===== config.mk =====
export PLATFORM = sky130hd
export DESIGN_NAME = trace_pkt_buffer
export DESIGN_NICKNAME = d
export VERILOG_FILES = /design/src/rtl/tpb_pkg.sv /design/src/rtl/tpb_storage.sv /design/src/rtl/tpb_occupancy.sv /design/src/rtl/tpb_ovf_ctrl.sv /design/src/rtl/trace_pkt_buffer.sv
export SDC_FILE = /design/constraint.sdc
export NUM_CORES = 2
export LEC_CHECK = 0
export BUFFER_PORTS_ARGS = -buffer_cell sky130_fd_sc_hd__buf_4
export CAP_MARGIN = 20
export CORE_ASPECT_RATIO = 1.4
export CORE_MARGIN = 3
export CORE_UTILIZATION = 35
export CTS_CLUSTER_SIZE = 8
export DETAILED_ROUTE_END_ITERATION = 10
export GPL_TIMING_DRIVEN = 0
export PLACE_DENSITY = 0.58
export SLEW_MARGIN = 20
export SYNTH_ARGS = -nofsm -noshare
export SYNTH_HDL_FRONTEND = slang
export SYNTH_HIERARCHICAL = 1
export SYNTH_SLANG_ARGS = --single-unit

===== constraint.sdc =====
create_clock -name clk -period 5 [get_ports clk]
set_clock_uncertainty 0.2 [all_clocks]
set_input_delay 0.25 -clock clk [delete_from_list [all_inputs] [get_ports clk]]
set_output_delay 0.25 -clock clk [all_outputs]
set_load 0.02 [all_outputs]

===== src/rtl/tpb_pkg.sv =====
package tpb_pkg;

    // Per-cycle outcome of a write offer
    typedef struct packed {
        logic push;   // offer stored
        logic drop;   // offer discarded
    } tpb_wr_evt_t;

    typedef enum logic {
        REQ_IDLE    = 1'b0,
        REQ_PENDING = 1'b1
    } tpb_req_state_t;

    function automatic logic is_last_slot(input int unsigned idx, input int unsigned depth);
        return idx == depth - 1;
    endfunction

endpackage


===== src/rtl/tpb_storage.sv =====
module tpb_storage #(
    parameter int PKT_W = 32,
    parameter int DEPTH = 64,
    localparam int AW   = $clog2(DEPTH)
) (
    input  logic             clk,
    input  logic             we,
    input  logic [AW-1:0]    waddr,
    input  logic [PKT_W-1:0] wdata,
    input  logic [AW-1:0]    raddr,
    output logic [PKT_W-1:0] rdata
);
    logic [PKT_W-1:0] slots [DEPTH];

    always_ff @(posedge clk) begin
        if (we) slots[waddr] <= wdata;
    end

    assign rdata = slots[raddr];
endmodule


===== src/rtl/tpb_occupancy.sv =====
module tpb_occupancy
    import tpb_pkg::*;
#(
    parameter int DEPTH = 64,
    localparam int AW   = $clog2(DEPTH),
    localparam int CW   = $clog2(DEPTH + 1)
) (
    input  logic          clk,
    input  logic          rst,
    input  logic          wr_valid,
    input  logic          rd_ready,
    output logic [AW-1:0] waddr,
    output logic [AW-1:0] raddr,
    output logic [CW-1:0] level,
    output logic          rd_valid,
    output logic          wr_ready,
    output tpb_wr_evt_t   evt
);
    localparam logic [CW-1:0] FULL_LVL = CW'(DEPTH);

    logic pop;

    assign rd_valid  = (level != '0);
    assign pop       = rd_valid && rd_ready;
    assign wr_ready  = (level != FULL_LVL) || pop;
    assign evt.push  = wr_valid && wr_ready;
    assign evt.drop  = wr_valid && !wr_ready;

    function automatic logic [AW-1:0] step(input logic [AW-1:0] p);
        return is_last_slot(int'(p), DEPTH) ? '0 : p + 1'b1;
    endfunction

    always_ff @(posedge clk) begin
        if (rst) begin
            waddr <= '0;
            raddr <= '0;
            level <= '0;
        end else begin
            if (evt.push) waddr <= step(waddr);
            if (pop)      raddr <= step(raddr);
            unique case ({evt.push, pop})
                2'b10:   level <= level + 1'b1;
                2'b01:   level <= level - 1'b1;
                default: level <= level;
            endcase
        end
    end

    assert_level_bound_R4: assert property (@(posedge clk) disable iff (rst)
        level <= FULL_LVL);

    assert_drop_keeps_level_R5: assert property (@(posedge clk) disable iff (rst)
        evt.drop |=> $stable(level));

    assert_full_swap_R9: assert property (@(posedge clk) disable iff (rst)
        (level == FULL_LVL && evt.push && pop) |=> (level == FULL_LVL));

    assert_swap_level_R11: assert property (@(posedge clk) disable iff (rst)
        (evt.push && pop) |=> $stable(level));
endmodule


===== src/rtl/tpb_ovf_ctrl.sv =====
module tpb_ovf_ctrl
    import tpb_pkg::*;
(
    input  logic        clk,
    input  logic        rst,
    input  tpb_wr_evt_t evt,
    input  logic        ovf_ack,
    output logic        ovf_req
);
    tpb_req_state_t state;
    logic           marker_stored;

    assign marker_stored = evt.push && ovf_ack;

    always_ff @(posedge clk) begin
        if (rst) begin
            state <= REQ_IDLE;
        end else if (evt.drop) begin
            state <= REQ_PENDING;
        end else if (marker_stored) begin
            state <= REQ_IDLE;
        end
    end

    assign ovf_req = (state == REQ_PENDING);

    assert_drop_sets_req_R6: assert property (@(posedge clk) disable iff (rst)
        evt.drop |=> ovf_req);

    assert_req_sticky_R7: assert property (@(posedge clk) disable iff (rst)
        (ovf_req && !marker_stored) |=> ovf_req);

    assert_lost_marker_keeps_req_R8: assert property (@(posedge clk) disable iff (rst)
        (ovf_req && evt.drop && ovf_ack) |=> ovf_req);

    assert_marker_clears_R10: assert property (@(posedge clk) disable iff (rst)
        marker_stored |=> !ovf_req);
endmodule


===== src/rtl/trace_pkt_buffer.sv =====
module trace_pkt_buffer
    import tpb_pkg::*;
#(
    parameter int PKT_W = 32,
    parameter int DEPTH = 64,
    localparam int AW   = $clog2(DEPTH),
    localparam int CW   = $clog2(DEPTH + 1)
) (
    input  logic             clk,
    input  logic             rst,
    input  logic             wr_valid,
    input  logic [PKT_W-1:0] wr_data,
    input  logic             ovf_ack,
    output logic             wr_ready,
    output logic             ovf_req,
    output logic             rd_valid,
    output logic [PKT_W-1:0] rd_data,
    input  logic             rd_ready,
    output logic [CW-1:0]    level
);
    tpb_wr_evt_t   evt;
    logic [AW-1:0] waddr;
    logic [AW-1:0] raddr;

    tpb_occupancy #(.DEPTH(DEPTH)) u_occ (
        .clk      (clk),
        .rst      (rst),
        .wr_valid (wr_valid),
        .rd_ready (rd_ready),
        .waddr    (waddr),
        .raddr    (raddr),
        .level    (level),
        .rd_valid (rd_valid),
        .wr_ready (wr_ready),
        .evt      (evt)
    );

    tpb_storage #(.PKT_W(PKT_W), .DEPTH(DEPTH)) u_mem (
        .clk   (clk),
        .we    (evt.push),
        .waddr (waddr),
        .wdata (wr_data),
        .raddr (raddr),
        .rdata (rd_data)
    );

    tpb_ovf_ctrl u_ovf (
        .clk     (clk),
        .rst     (rst),
        .evt     (evt),
        .ovf_ack (ovf_ack),
        .ovf_req (ovf_req)
    );

    assert_head_hold_R2: assert property (@(posedge clk) disable iff (rst)
        (rd_valid && !rd_ready) |=> (rd_valid && $stable(rd_data)));

    assert_empty_read_R3: assert property (@(posedge clk) disable iff (rst)
        (!rd_valid && !wr_valid) |=> !rd_valid);
endmodule


==> reports/metrics.cfg <==
[run_status]
outcome=finished with violations
violations=negative setup slack

[placed_design]
dp_cells=6683
hpwlAfterDp_mm=175
port_buffers=77
gp_congestion=0.836

[power]
p_total_mw=44.1
p_sw_share_pct=25.5
leakagePower_nw=29.3
seqPwrFrac_pct=43.7
p_per_area_nw_per_um2=459
switching_power_mw=11.2
clockPowerShare_pct=40.4
comb_power_share_pct=15.9
intPower_mw=32.8
ir_drop_v=0.000266

[drt]
routed_wl_mm=260
drcViolationCount=0
drt-initial-drc-count=5433
num_vias=41639
antenna_left=0
avgViaCountPerCell=5.90
drt_first_pass_iters=7
post_drt_wl_per_cell_um=36.9

[clock_network]
cts_made_buffers=300
cts_tree=built
root_buffer=clkbuf_16
cts_buffer_depth=4
clock-sinks=2068
insertion_delay_ns=0.84
htreeDepth=5
path_clk_slew_ns=0.05

[finish]
multi_input_area_um2=17000
fillers=18934
finalNetCount=4051
synthToLayoutAreaGrowth_pct=21.3
regArea_um2=61900
instances_no_fill=7063
drive_gt1_share_pct=33.8

[flow_run]
maxCapViolations=0

[logic_synthesis]
yosysMostFrequentCell=edfxtp_1
ys_top_cells_by_area=edfxtp_1 78%, mux4_2 15%, mux2i_1 1.2%
yosysWarningCount=6
synth_top_area_cell=edfxtp_1
synth-main-ff-cell=edfxtp_1
avgSynthCellArea_um2=23.0
synthArstFlopShare_pct=0
netlist_area_um2=79200
synth_top_area_share_pct=77.7
synth-edff-count=2048
synth_cells=3443
synth_seq_area_share_pct=78.2
yosys_register_bits=2068
synthTopCellsByCount=2048 x edfxtp_1, 544 x mux4_2, 155 x nor2_1, 98 x mux2i_1, 84 x o22ai_1
synth_cell_type_count=63
synth_nets=3488

[die]
coreArea_um2=225000
io_pins=79
die_x_um=408
dieHeight_um=569
start_util_pct=35.2
rows=206
dieArea_um2=232000

[min_path]
whs_path_depth=4
hold_path_class=input port to flop

[global_routing]
grt_pass1_vias=41618
grt_max_degree=65
antenna_found_initial=13
grt_overflow=0
grt_use_total_pct=22.2
grt_pass1_wl_mm=353

[critical_path]
worstPathCellList=buf_2, buf_2, buf_2, clkbuf_4, buf_4, mux2i_1, a21oi_2, a21oi_1, nor2_1, buf_4
required_ns=4.55
cpPeakStageDelay_ns=0.54
crit_fanout=10
r2r.worst_path.cells=12
critical_path_class=flop to primary output
cp-end-kind=primary output
startpoint_type=flop
worstPathArrival_ns=4.61
cpMostUsedCell=buf_2
cp_slowest_cell=nor2_1

[sta]
tightest_slew_ns=1.17
timing.slew.headroom_pct=21.8
hold_viol_final=0
min_period_ns=5.06
post-route-period-util_pct=101
fmaxAchievable_ghz=0.198
maxSlewViolCount=0
setup_violations=3
setup_ws_ns=-0.0590

## stage by stage
step | setup slack [ns] | hold WS [ns] | setup TNS [ns] | utilization (%) | instance area [µm²]
after global placement | -4.82 | 0.268 | -3729.96 | 37.1 | 83500
after CTS | 0.0109 | 0.175 | 0 | 42.7 | 96000
final | -0.0590 | 0.185 | -0.0992 | 42.7 | 96000
after detailed placement | -0.352 | 0.271 | -1.22 | 38.8 | 87200
after floorplan | 0.594 | 0.126 | 0 | - | 79200
after global routing | -0.00464 | 0.205 | -0.00464 | 42.7 | 96000
## final timing paths
kind / from / to / slack (ns)
max: u_occ/raddr[1]$_SDFFE_PP0N_ / rd_data[27] / -0.06
min: rst / u_occ/waddr[3]$_SDFFE_PP0P_ / 0.18
max reg2reg: u_occ/level[0]$_SDFFE_PP0P_ / u_occ/level[6]$_SDFFE_PP0P_ / 0.50
min reg2reg: u_occ/waddr[5]$_SDFFE_PP0P_ / u_occ/waddr[5]$_SDFFE_PP0P_ / 0.33
## power groups by stage
| stage | clock (mW) | sequential [mW] | combinational [mW] |
|---|---|---|---|
| floorplan | 0 | 19.6 | 4.14 |
| global route | 18.8 | 19.3 | 7.28 |
| finish | 17.8 | 19.3 | 7.03 |
| global placement | 0 | 19.6 | 6.79 |
| CTS | 18.0 | 19.3 | 7.03 |
| detailed placement | 0 | 19.6 | 6.90 |
## cell usage in the layout (no fill, tap or decap), drive strengths merged, types with 10 or more instances in the layout
cell type,netlist,layout
inv,9,17
buf,109,320
nand2b,10,10
dlygate4sd3,0,40
clkinv,0,12
a21oi,72,72
clkbuf,77,394
a22oi,12,12
o22ai,84,84
nand2,39,39
dfxtp,20,20
o221ai,28,28
nor2,155,155
edfxtp,2048,2048
nor2b,17,17
mux4,544,544
mux2i,98,98
## cell type report
type | count | share of cell area (%)
inverters | 9 | 0.0352
clock buffers | 315 | 7.94
diodes | 8 | 0.0208
clock inverters | 20 | 0.382
well taps | 3016 | 3.93
multi-input cells | 1180 | 17.7
flip-flops and latches | 2068 | 64.5
plain buffers | 181 | 1.13
repair buffers | 266 | 4.36
## state kept, by name, indices dropped and copies added, names as in the netlist
| register | flops |
|---|---|
| u_occ/raddr | 6 |
| u_ovf/ovf_req | 1 |
| u_occ/waddr | 6 |
| u_occ/level | 7 |
| u_mem/slots | 2048 |
## timing repair
action	CTS	global route
endpoints found under the hold margin	2065	0
gates resized for setup	125	18
hold buffers	40	0
setup endpoints to repair	32	18
buffers inserted	2	0
## kinds of logic after synthesis
| logic type | synth area share, % |
|---|---|
| and+or+nand+nor | 1.66 |
| AOI/OAI and AO/OA | 2.04 |
| buffers and inverters | 1.19 |
| xor gates and xnor gates | 0.0885 |
| DFF | 78.2 |
| muxes | 16.7 |
| adders and majority gates | 0.136 |
## routing by layer
metal / GRT usage, % / part of all wire [%]
met5: 0 / 0.013
met3: 4.26 / 9.1
met4: 12.2 / 6.4
met1: 27.0 / 35
met2: 37.2 / 50
## worst max-delay path: cells and delay by family (launching register included)
kind	cells	cell delay [ns]
buf+inv	6	2.21
flops	1	0.41
simple gates	1	0.54
mux	1	0.14
compound gates	2	0.43
Power figures use the tool's default switching activity.
